<file path="src/rtl/mbx_pkg.sv">
package mbx_pkg;
    localparam int ADDR_W = 2;
    localparam logic [ADDR_W-1:0] ADR_MSG  = 2'd0;
    localparam logic [ADDR_W-1:0] ADR_ARG  = 2'd1;
    localparam logic [ADDR_W-1:0] ADR_RESP = 2'd2;

    typedef enum logic [3:0] {
        S_IDLE, S_WR_ARG, S_WR_MSG, S_POLL_WAIT, S_POLL_RD, S_POLL_CHK,
        S_FIN_RD, S_FIN_CHK, S_FET_RD, S_FET_CHK, S_DONE
    } mbx_state_e;
endpackage

</file>
<file path="src/rtl/mbx_poll_count.sv">
module mbx_poll_count #(
    parameter int CNT_W = 16
) (
    input  logic             clk,
    input  logic             rst_n,
    input  logic             clr,
    input  logic             step,
    input  logic [CNT_W-1:0] limit,
    output logic             last
);
    logic [CNT_W-1:0] cnt_d, cnt_q;

    always_comb begin
        cnt_d = cnt_q;
        if (clr)       cnt_d = '0;
        else if (step) cnt_d = cnt_q + 1'b1;
    end

    always_ff @(posedge clk) begin
        if (!rst_n) cnt_q <= '0;
        else        cnt_q <= cnt_d;
    end

    // This poll uses up the budget once the count after it reaches the limit.
    assign last = ({1'b0, cnt_q} + 1'b1) >= {1'b0, limit};

    // The counter never steps beyond the poll budget.
    AST_POLL_WITHIN_BUDGET: assert property (@(posedge clk) disable iff (!rst_n)
        step |-> (cnt_q < limit));
endmodule

</file>
<file path="src/rtl/mbx_resp_decode.sv">
module mbx_resp_decode #(
    parameter int RESP_W = 8
) (
    input  logic [RESP_W-1:0] code,
    output logic              is_zero,
    output logic              is_ok,
    output logic              is_inval
);
    localparam logic [RESP_W-1:0] CODE_OK   = RESP_W'(8'h01);
    localparam logic [RESP_W-1:0] CODE_BAD0 = RESP_W'(8'hFE);
    localparam logic [RESP_W-1:0] CODE_BAD1 = RESP_W'(8'hFF);

    always_comb begin
        is_zero  = (code == '0);
        is_ok    = (code == CODE_OK);
        is_inval = (code == CODE_BAD0) || (code == CODE_BAD1);
    end
endmodule

</file>
<file path="src/rtl/mbx_requester.sv">
module mbx_requester
    import mbx_pkg::*;
#(
    parameter int DATA_W = 32,
    parameter int MSG_W  = 16,
    parameter int RESP_W = 8,
    parameter int CNT_W  = 16
) (
    input  logic              clk,
    input  logic              rst_n,
    input  logic              req_valid,
    input  logic [DATA_W-1:0] req_msg,
    input  logic              req_has_arg,
    input  logic [DATA_W-1:0] req_arg,
    input  logic              req_fetch,
    input  logic [CNT_W-1:0]  timeout_limit,
    input  logic              tick_us,
    output logic              busy,
    output logic              done,
    output logic              ok,
    output logic              err_inval,
    output logic              timed_out,
    output logic [RESP_W-1:0] resp_code,
    output logic [DATA_W-1:0] result,
    output logic              bus_wr,
    output logic              bus_rd,
    output logic [ADDR_W-1:0] bus_addr,
    output logic [DATA_W-1:0] bus_wdata,
    input  logic [DATA_W-1:0] bus_rdata
);
    typedef struct packed {
        mbx_state_e        st;
        logic [MSG_W-1:0]  msg;
        logic [DATA_W-1:0] arg;
        logic              has_arg;
        logic              fetch;
        logic [CNT_W-1:0]  limit;
        logic              ok;
        logic              inval;
        logic              to;
        logic [RESP_W-1:0] code;
        logic [DATA_W-1:0] result;
    } regs_t;

    regs_t r_d, r_q;
    logic  cnt_clr, cnt_step, cnt_last;
    logic  dec_zero, dec_ok, dec_inval;

    mbx_poll_count #(.CNT_W(CNT_W)) u_cnt (
        .clk   (clk),
        .rst_n (rst_n),
        .clr   (cnt_clr),
        .step  (cnt_step),
        .limit (r_q.limit),
        .last  (cnt_last)
    );

    mbx_resp_decode #(.RESP_W(RESP_W)) u_dec (
        .code     (bus_rdata[RESP_W-1:0]),
        .is_zero  (dec_zero),
        .is_ok    (dec_ok),
        .is_inval (dec_inval)
    );

    always_comb begin
        r_d       = r_q;
        cnt_clr   = 1'b0;
        cnt_step  = 1'b0;
        bus_wr    = 1'b0;
        bus_rd    = 1'b0;
        bus_addr  = ADR_MSG;
        bus_wdata = '0;
        unique case (r_q.st)
            S_IDLE: begin
                cnt_clr = 1'b1;
                if (req_valid) begin
                    r_d.msg     = req_msg[MSG_W-1:0];
                    r_d.arg     = req_arg;
                    r_d.has_arg = req_has_arg;
                    r_d.fetch   = req_fetch;
                    r_d.limit   = timeout_limit;
                    r_d.ok      = 1'b0;
                    r_d.inval   = 1'b0;
                    r_d.to      = 1'b0;
                    r_d.code    = '0;
                    r_d.result  = '0;
                    r_d.st      = req_has_arg ? S_WR_ARG : S_WR_MSG;
                end
            end
            S_WR_ARG: begin
                bus_wr    = 1'b1;
                bus_addr  = ADR_ARG;
                bus_wdata = r_q.arg;
                r_d.st    = S_WR_MSG;
            end
            S_WR_MSG: begin
                bus_wr    = 1'b1;
                bus_addr  = ADR_MSG;
                bus_wdata = DATA_W'(r_q.msg);
                r_d.st    = (r_q.limit == '0) ? S_FIN_RD : S_POLL_RD;
            end
            S_POLL_WAIT: begin
                if (tick_us) r_d.st = S_POLL_RD;
            end
            S_POLL_RD: begin
                bus_rd   = 1'b1;
                bus_addr = ADR_RESP;
                r_d.st   = S_POLL_CHK;
            end
            S_POLL_CHK: begin
                cnt_step = 1'b1;
                r_d.st   = (!dec_zero || cnt_last) ? S_FIN_RD : S_POLL_WAIT;
            end
            S_FIN_RD: begin
                bus_rd   = 1'b1;
                bus_addr = ADR_RESP;
                r_d.st   = S_FIN_CHK;
            end
            S_FIN_CHK: begin
                r_d.code  = bus_rdata[RESP_W-1:0];
                r_d.ok    = dec_ok;
                r_d.inval = dec_inval;
                r_d.to    = dec_zero;
                r_d.st    = (r_q.fetch && dec_ok) ? S_FET_RD : S_DONE;
            end
            S_FET_RD: begin
                bus_rd   = 1'b1;
                bus_addr = ADR_ARG;
                r_d.st   = S_FET_CHK;
            end
            S_FET_CHK: begin
                r_d.result = bus_rdata;
                r_d.st     = S_DONE;
            end
            S_DONE:  r_d.st = S_IDLE;
            default: r_d.st = S_IDLE;
        endcase
    end

    always_ff @(posedge clk) begin
        if (!rst_n) r_q <= '0;
        else        r_q <= r_d;
    end

    assign busy      = (r_q.st != S_IDLE);
    assign done      = (r_q.st == S_DONE);
    assign ok        = r_q.ok;
    assign err_inval = r_q.inval;
    assign timed_out = r_q.to;
    assign resp_code = r_q.code;
    assign result    = r_q.result;

    AST_ARG_BEFORE_MSG: assert property (@(posedge clk) disable iff (!rst_n)
        (bus_wr && bus_addr == ADR_MSG && r_q.has_arg)
            |-> $past(bus_wr && bus_addr == ADR_ARG));
    AST_POLL_PACED: assert property (@(posedge clk) disable iff (!rst_n)
        (r_q.st == S_POLL_RD && $past(r_q.st) == S_POLL_WAIT) |-> $past(tick_us));
    AST_BUS_EXCL: assert property (@(posedge clk) disable iff (!rst_n)
        !(bus_wr && bus_rd));
    AST_TIMEOUT_CLEAN: assert property (@(posedge clk) disable iff (!rst_n)
        (done && timed_out) |-> (!ok && !err_inval && resp_code == '0));
    AST_DONE_PULSE: assert property (@(posedge clk) disable iff (!rst_n)
        done |=> !done);
    AST_FETCH_ONLY_OK: assert property (@(posedge clk) disable iff (!rst_n)
        (bus_rd && bus_addr == ADR_ARG) |-> ok);
endmodule

</file>
<file path="config.mk">
export PLATFORM = sky130hd
export DESIGN_NAME = mbx_requester
export DESIGN_NICKNAME = d
export VERILOG_FILES = /design/src/rtl/mbx_pkg.sv /design/src/rtl/mbx_poll_count.sv /design/src/rtl/mbx_resp_decode.sv /design/src/rtl/mbx_requester.sv
export SDC_FILE = /design/constraint.sdc
export NUM_CORES = 1
export LEC_CHECK = 0
export ABC_AREA = 1
export BUFFER_PORTS_ARGS = -buffer_cell sky130_fd_sc_hd__buf_4
export CORE_MARGIN = 2
export CORE_UTILIZATION = 35
export DETAILED_ROUTE_END_ITERATION = 10
export GPL_TIMING_DRIVEN = 1
export SLEW_MARGIN = 20
export SYNTH_ARGS = -nofsm -noshare
export SYNTH_HDL_FRONTEND = slang
export SYNTH_HIERARCHICAL = 1
export SYNTH_SLANG_ARGS = --single-unit
</file>
<file path="constraint.sdc">
create_clock -name clk -period 4.33 [get_ports clk]
set_input_delay 0.433 -clock clk [delete_from_list [all_inputs] [get_ports clk]]
set_output_delay 0.433 -clock clk [all_outputs]
set_load 0.05 [all_outputs]
</file>
==> flow_summary_export.csv, run 1 <==
group,metric,value,unit
outcome,outcome,"completed",
grt,grt_overflow,0,
timing,slew_headroom,0.3566,
synth,synth.distinct_cells,31,
timing,setup_tns,0,ns
cts,cts_resized,0,
cts,path_clk_slew,0.06,ns
timing,clock.fmax,359.9,MHz
route,drtIter0Drc,316,
timing,skew,0.009969,ns
placed_design,hpwl,11.92,mm
layout,fin_util,0.4616,
route,routed_wl,16.52,mm
timing,setup_viol,0,
floorplan,coreArea,17360,sq um
grt,grt_pass1_vias,5216,
synth,netlist.top_cell.by_area,"dfxtp_1",
cts,numCtsBuffers,17,
cts,clock_latency,0.42,ns
layout,nNetsFinal,1142,
setup_path,crit_path_max_fanout,17,
synth,synth_ff_type,"dfxtp_1",
power_and_ir_drop,p_leak,3.574,nW
setup_path,r2r_slack,1.66,ns
layout,areaGrowthSynthToFinish,28.42,%
timing,setup_slack,1.551,ns
cts,cts_tree,"yes",
setup_path,r2r_cells,17,
cts,post_cts_buffers,0,
synth,yosysWarnings,6,
synth,async_flop_share,0,
route,viasPerCell,4.576,
route,ant_nets,0,
layout,final_cell_mix,"nand2_1 (186), buf_4 (186), dfxtp_1 (128)",
setup_path,cp-start-kind,"register",
setup_path,endpoint,"bus_wdata[15]",
timing,worst_pin_slew,0.9652,ns
placed_design,place_congestion,0.8486,
synth,synth_edf_count,0,
route,detail_route.first_pass.iterations,4,
synth,synthesis.area,6238,sq um
synth,synth_area_leaders,"dfxtp_1 (41%), nand2_1 (11%), a21oi_1 (10%)",
layout,drive_gt1_frac,0.2296,
power_and_ir_drop,ir_drop,0.0002557,V
synth,syn_inst,884,
setup_path,reg2reg_from,"u_cnt/cnt_q[0]",
timing,drv_slew,0,
setup_path,r2r-end,"r_q[109]",
timing,timing.hold.ws,0.2765,ns
grt,grt_max_degree,107,
power_and_ir_drop,p_per_area,426.0,nW/um^2
placed_design,place_inst,1213,
timing,hold_violations,0,
synth,yosys_register_bits,128,
setup_path,worst_setup_path_end_kind,"output pin",
layout,final_cells,1244,
grt,grt_pass1_wl,26.32,mm
layout,diodes,0,
synth,syn_avg_cell_area,7.057,sq um
min_path,hold_depth,3,
setup_path,path_class,"register to output pin",
grt,grtUsageTotal,0.1801,
setup_path,crit_start,"r_q[110]",
synth,yosysSeqAreaShare,0.4108,
floorplan,die_area,18910,sq um
run,max-cap-violations,0,
cts,cts_hold_buffers,0,
cts,cts_max_path_buffers,2,
route,wire_per_inst,13.28,um
floorplan,die_w,137.5,um
cts,cts_root_buffer,"clkbuf_16",
min_path,hp-start,"bus_rdata[25]",
cts,cts_max_level,4,
synth,synth_top_area_frac,0.4108,
route,drc,0,
timing,fin_crit_sh,0.6418,
floorplan,core.rowCount,48,
floorplan,start_util,0.3594,
cts,cts_num_sinks,128,
route,via_count,5692,
placed_design,io_buffers,182,
floorplan,ios,199,
timing,min_period,2.779,ns
placed_design,pre_cts_ws,1.661,ns
floorplan,die_y,137.5,um
setup_path,critPathRequiredTime,3.90,ns
min_path,hp-class,"input pin to register",
grt,antenna_found_initial,0,
synth,syn-num-nets,1019,
setup_path,worstPathArrival,2.35,ns
timing,rsz0062_at_grt,"false",
-- layout make-up --
| type | count | area, sq um |
|---|---|---|
| Multi-Input combinational cell | 550 | 2658 |
| Tap cell | 225 | 281.5 |
| Inverter | 124 | 465.4 |
| Clock buffer | 22 | 494.2 |
| Sequential cell | 128 | 2562 |
| Clock inverter | 9 | 153.9 |
| Fill cell | 1786 | 9345 |
| Timing Repair Buffer | 186 | 1396 |
-- Yosys cell counts, types with 2 or more instances --
cell / n
nand2_1: 186
ha_1: 17
o21ai_1: 12
buf_4: 41
nand3_1: 37
xor2_1: 7
buf_2: 13
a21oi_1: 127
o22ai_1: 16
nand4_1: 6
nor2_2: 7
o21ai_0: 54
inv_2: 5
nor2_1: 68
clkinv_1: 2
clkbuf_1: 17
inv_1: 117
buf_6: 10
dfxtp_1: 128
nand2_2: 3
-- sequential cells by signal, summed over array words and instances, names as in the netlist --
register and cells:
r_q 69, timed_out 1, u_cnt/cnt_q 16, result 32, err_inval 1, ok 1, resp_code 8
-- metrics by stage --
step	instance area (sq um)	power, mW
floorplan	6238	1.716
global placement	7363	1.875
detailed placement	7363	1.881
CTS	8011	3.452
global route	8011	3.574
finish	8011	3.413
-- layer usage --
| layer | track usage | part of all wire |
|---|---|---|
| met2 | 0.2736 | 0.44 |
| met4 | 0.04639 | 0.0061 |
| met5 | 0 | 0 |
| met1 | 0.2356 | 0.46 |
| met3 | 0.07542 | 0.086 |
-- critical path, stage by stage (launching register included) --
cell      delay, ns
dfxtp_1        0.43
nand2_1        0.10
nor2_1         0.20
clkinv_1       0.52
o22ai_1        0.40
buf_4          0.27
-- power by group --
part	internal [mW]	switching, mW	leakage, nW
Combinational	0.189	0.371	2.22
Sequential	1.26	0.0310	1.05
Clock	1.04	0.527	0.314
Total	2.48	0.929	3.57
-- worst min-delay path by stage --
stage / endpoint / slack [ns]
after floorplan: r_q[61] / 0.43
after global placement: r_q[77] / 0.44
after detailed placement: r_q[103] / 0.44
after CTS: result[11] / 0.26
after global routing: result[14] / 0.26
final: result[25] / 0.28
-- logic make-up after synthesis --
family          synth area share
simple gates              0.2054
compound gates            0.1767
buf+inv                   0.1633
flops                     0.4108
fa+ha+maj                0.03409
xor+xnor                0.009828
No activity file was read; power rests on OpenSTA's default activity.
==> run 2, diff against run 1 <==
ABC_AREA = 0   (was 1)
clock period = 2.35 ns   (was 4.33 ns; I/O delays follow)
==> flow_summary_export.csv, run 2 <==
group,metric,value,unit
setup_path,crit_path_max_fanout,4,
route,viasPerCell,4.703,
outcome,violations,"setup timing",
min_path,hp-class,"input pin to register",
timing,hold_violations,0,
grt,grt_pass1_wl,24.92,mm
route,wire_per_inst,14.52,um
placed_design,hpwl,11.33,mm
setup_path,critPathRequiredTime,2.66,ns
timing,setup_slack,-0.2221,ns
setup_path,path_class,"register to register",
cts,numCtsBuffers,17,
cts,cts_max_path_buffers,2,
floorplan,die_y,137.0,um
floorplan,start_util,0.3578,
synth,yosys_register_bits,128,
grt,antenna_found_initial,0,
setup_path,crit_chain,"ha_4 -> nand3_2 -> or2_4 -> nor3_2 -> xnor2_1 -> ha_1 -> nand3_2 -> or3_4 -> o2111ai_2 -> nor2b_2 -> a31oi_1 -> o2bb2ai_1 -> o21a_1",
synth,yosysSeqAreaShare,0.4141,
synth,synth_ff_type,"dfxtp_1",
setup_path,worst_setup_path_end_kind,"register",
floorplan,die_w,137.0,um
route,ant_nets,0,
layout,drive_gt1_frac,0.3289,
timing,timing.hold.ws,0.02699,ns
power_and_ir_drop,p_per_area,843.8,nW/um^2
layout,final_cell_mix,"buf_4 (232), nand2_1 (158), dfxtp_1 (125)",
synth,syn-num-nets,852,
route,drc,0,
grt,grt_max_degree,56,
timing,setup_viol,2,
synth,netlist.top_cell.by_area,"dfxtp_1",
synth,async_flop_share,0,
layout,diodes,0,
route,detail_route.first_pass.iterations,4,
setup_path,cp-start-kind,"register",
timing,skew,0.005881,ns
run,max-cap-violations,0,
setup_path,crit_path_max_incr_delay,0.39,ns
floorplan,die_area,18760,sq um
synth,yosysWarnings,6,
setup_path,crit_start,"u_cnt/cnt_q[1]",
floorplan,ios,199,
cts,cts_tree,"yes",
power_and_ir_drop,ir_drop,0.0004921,V
route,via_count,5263,
layout,regMostFlops,"r_q",
timing,rsz0062_at_grt,"true",
cts,cts_hold_buffers,0,
layout,final_common_cell,"buf_4",
placed_design,io_buffers,182,
cts,path_clk_slew,0.06,ns
floorplan,core.rowCount,48,
cts,cts_num_sinks,128,
synth,synth.distinct_cells,53,
synth,synthesis.area,6188,sq um
placed_design,place_congestion,0.7988,
synth,syn_inst,717,
layout,largest_reg_flops,69,
timing,min_period,2.572,ns
synth,synth_top_area_frac,0.4141,
layout,nNetsFinal,1016,
grt,grt_pass1_vias,4714,
setup_path,crit_top_cell,"nand3_2",
route,routed_wl,16.24,mm
setup_path,worst-path-buf-inv,0,
timing,slew_headroom,0.5829,
cts,cts_root_buffer,"clkbuf_16",
synth,synth_area_leaders,"dfxtp_1 (41%), nand2_1 (9.6%), a21boi_0 (7.8%)",
setup_path,reg2reg_from,"u_cnt/cnt_q[1]",
layout,areaGrowthSynthToFinish,34.96,%
cts,clock_latency,0.41,ns
timing,fin_crit_sh,1.095,
outcome,outcome,"finished, violations left",
min_path,hp-start,"bus_rdata[16]",
cts,cts_max_level,4,
setup_path,critPathTopFamily,"simple AND/OR/NAND/NOR gates",
synth,synth_edf_count,0,
synth,syn_avg_cell_area,8.631,sq um
setup_path,cp_slowest_cell,"or3_4",
synth,synth.most_common_cell,"nand2_1",
route,drtIter0Drc,206,
power_and_ir_drop,p_leak,3.543,nW
placed_design,pre_cts_ws,-0.2903,ns
grt,grt_overflow,0,
timing,clock.fmax,388.8,MHz
timing,worst_pin_slew,0.6237,ns
floorplan,coreArea,17300,sq um
grt,grtUsageTotal,0.1719,
timing,drv_slew,0,
setup_path,worstPathArrival,2.88,ns
synth,synth_commonest_cells,"nand2_1 (158), dfxtp_1 (128), a21boi_0 (64)",
## run 2: cell count changes after synthesis, moves of 19 or more
| cell | delta |
|---|---|
| a21boi_0 | +63 |
| inv_1 | -99 |
| a21oi_1 | -117 |
| o21ai_0 | -46 |
| and2_1 | +19 |
| nor2_1 | -41 |
| nand2_1 | -28 |
| a22o_1 | +48 |
## run 2: final timing paths
check	end	slack (ns)	depth (start not counted)
setup / recovery	r_q[109]	-0.22	13
hold / removal	result[16]	0.03	2
setup reg to reg	r_q[109]	-0.22	13
hold reg to reg	r_q[103]	0.45	2
## run 2: cells by family after synthesis
| kind of cell | count (synthesis) | synth area share |
|---|---|---|
| xor gates and xnor gates | 26 | 0.03680 |
| muxes | 1 | 0.001618 |
| DFF | 128 | 0.4141 |
| adders and majority gates | 17 | 0.03437 |
| AOI/OAI and AO/OA | 157 | 0.1937 |
| buffers and inverters | 108 | 0.1027 |
| and+or+nand+nor | 280 | 0.2167 |
## run 2: layer usage
layer / global-route usage / part of all wire
met2: 0.2526 / 0.43
met3: 0.05630 / 0.075
met4: 0.06300 / 0.015
met5: 0 / 0
met1: 0.2340 / 0.48
## run 2: area by class of cell
class | count | area [sq um]
sequential | 128 | 2571
timing repair buffer | 234 | 1773
inverter | 19 | 71.32
tap | 225 | 281.5
multi-input combinational | 481 | 3068
clock buffer | 18 | 429.2
clock inverter | 14 | 157.7
fill | 1743 | 8945
## run 2: timing repair
action | 4_1_cts | 5_1_grt
pin swaps | 7 | 11
endpoints found under the setup margin | 3 | 4
buffers inserted | 0 | 0
cloned | 0 | 0
resized for setup | 5 | 8
## run 2: power by group
part / internal (mW) / total, mW / switching, mW / leakage, nW
logic: 0.692 / 1.90 / 1.21 / 2.22
registers: 2.38 / 2.52 / 0.138 / 1.04
clock network: 1.58 / 2.62 / 1.04 / 0.278
## run 2: stage by stage
stage          setup TNS (ns)  total power, mW  instance area, sq um  std cells  utilization
3_5_place_dp          -0.5598            4.461                  7715       1087       0.4460
5_1_grt               -0.7277            7.444                  8352       1119       0.4829
3_3_place_gp          -0.4103            4.448                  7715       1087       0.4460
2_1_floorplan         -0.2289            3.822                  6237        717            -
4_1_cts               -0.4189            7.140                  8324       1119       0.4813
6_report              -0.3762            7.047                  8352       1119       0.4829
==> run 3, diff against run 2 <==
ABC_AREA = 1   (was 0)
==> flow_summary_export.csv, run 3 (synthesis results as in run 1) <==
group,metric,value,unit
outcome,outcome,"completed",
route,ant_nets,0,
setup_path,critPathRequiredTime,2.65,ns
layout,final_cells,1271,
placed_design,place_inst,1232,
route,drc,0,
setup_path,crit_chain,"ha_4 -> nand2_4 -> nor2_4 -> nand2_2 -> xor2_2 -> ha_1 -> nand2_2 -> a21oi_1 -> nor2_2 -> nand3_1 -> nand2_1 -> nand3_2 -> o21ai_2 -> nand2_1 -> nor3b_1",
placed_design,pre_cts_ws,-0.1219,ns
setup_path,r2r_slack,0.03,ns
cts,path_clk_slew,0.06,ns
layout,regMostFlops,"r_q",
timing,min_period,2.324,ns
route,wire_per_inst,13.82,um
min_path,holdPathEnd,"result[29]",
layout,final_cell_mix,"buf_4 (208), nand2_1 (173), a21oi_1 (127)",
placed_design,hpwl,12.20,mm
min_path,hp-class,"input pin to register",
cts,cts_max_path_buffers,2,
setup_path,cp_slowest_cell,"dfxtp_4",
layout,areaGrowthSynthToFinish,36.30,%
layout,largest_reg_flops,69,
min_path,hold_depth,3,
floorplan,die_w,137.5,um
floorplan,die_area,18910,sq um
timing,fin_crit_sh,0.9889,
route,viasPerCell,4.648,
floorplan,ios,199,
power_and_ir_drop,ir_drop,0.0005246,V
layout,final_common_cell,"buf_4",
grt,antenna_found_initial,0,
timing,timing.hold.ws,0.07965,ns
placed_design,io_buffers,182,
timing,clock.fmax,430.3,MHz
layout,nNetsFinal,1168,
placed_design,place_congestion,0.8583,
setup_path,cp-start-kind,"register",
route,via_count,5908,
timing,skew,0.008914,ns
floorplan,start_util,0.3594,
cts,cts_root_buffer,"clkbuf_16",
power_and_ir_drop,p_leak,3.764,nW
cts,clock_latency,0.42,ns
timing,rsz0062_at_grt,"true",
setup_path,crit_path_max_fanout,4,
cts,cts_tree,"yes",
timing,drv_slew,0,
grt,grt_pass1_vias,5296,
timing,setup_tns,0,ns
grt,grtUsageTotal,0.1830,
run,max-cap-violations,0,
layout,drive_gt1_frac,0.2954,
setup_path,worst-path-buf-inv,0,
setup_path,worst_setup_path_end_kind,"register",
timing,slew_headroom,0.6140,
setup_path,crit_path_max_incr_delay,0.36,ns
min_path,hp-start,"bus_rdata[29]",
setup_path,r2r-end,"r_q[111]",
timing,setup_viol,0,
route,detail_route.first_pass.iterations,5,
cts,cts_hold_buffers,0,
route,drtIter0Drc,308,
setup_path,path_depth,15,
layout,design_area,8503,sq um
floorplan,die_y,137.5,um
setup_path,r2r_cells,15,
cts,cts_num_sinks,128,
power_and_ir_drop,finalPower,6.261,mW
layout,fin_util,0.4899,
setup_path,path_class,"register to register",
route,routed_wl,17.57,mm
floorplan,core.rowCount,48,
grt,grt_max_degree,97,
cts,cts_max_level,4,
timing,setup_slack,0.02600,ns
setup_path,worstPathArrival,2.62,ns
timing,worst_pin_slew,0.5781,ns
power_and_ir_drop,p_per_area,736.3,nW/um^2
setup_path,reg2reg_from,"u_cnt/cnt_q[1]",
grt,grt_overflow,0,
grt,grt_pass1_wl,26.75,mm
floorplan,coreArea,17360,sq um
layout,diodes,0,
timing,hold_violations,0,
placed_design,place_area,7543,sq um
cts,numCtsBuffers,17,
layout,nFillCells,1755,
setup_path,critPathTopFamily,"simple AND/OR/NAND/NOR gates",
## run 3: cell count changes in the layout (fill, tap and decap cells not counted), moves of 16 or more
cell / change
a22o_1: -48
nor2_1: +33
o21ai_0: +44
o22ai_1: +16
and2_1: -18
a21boi_0: -63
inv_1: +97
buf_4: -24
a21oi_1: +117
## run 3: worst max path at each step
stage                          end           start  slack, ns
after floorplan           r_q[109]  u_cnt/cnt_q[0]       0.14
after global placement    r_q[109]  u_cnt/cnt_q[0]      -0.09
after detailed placement  r_q[109]  u_cnt/cnt_q[0]      -0.12
after CTS                 r_q[109]  u_cnt/cnt_q[1]       0.03
after global routing      r_q[109]  u_cnt/cnt_q[1]      -0.12
final                     r_q[111]  u_cnt/cnt_q[1]       0.03
## run 3: metal layers
layer	wire (um)	vias up	track usage
met5	0	-	0
met4	195	0	0.05498
met3	1411	13	0.07469
met2	8097	156	0.2850
met1	7864	2657	0.2319
li1	-	3082	-
## run 3: worst register-to-register path: cells and delay by family, from the launching register on
kind / cells / cell delay (ns)
AOI/OAI and AO/OA: 2 / 0.20
DFF: 1 / 0.36
adders and majority gates: 2 / 0.49
and+or+nand+nor: 10 / 0.98
xor gates and xnor gates: 1 / 0.17
## run 3: final cells by class
class / instances / area, sq um / share of cell area
Clock buffer: 22 / 454.2 / 0.05341
Clock inverter: 10 / 160.2 / 0.01883
Inverter: 124 / 465.4 / 0.05474
Multi-Input combinational cell: 550 / 2932 / 0.3448
Sequential cell: 128 / 2577 / 0.3031
Tap cell: 225 / 281.5 / 0.03311
Timing Repair Buffer: 212 / 1633 / 0.1920
## run 3: power breakdown
part | internal (mW) | switching [mW]
registers | 2.32 | 0.0596
logic | 0.397 | 0.717
clock network | 1.80 | 0.967
## run 3: what timing repair did
action | in CTS | in global routing
setup buffers | 2 | 5
gates resized for setup | 8 | 62
pin swaps | 2 | 32
cloned | 0 | 0
endpoints found under the setup margin | 2 | 2
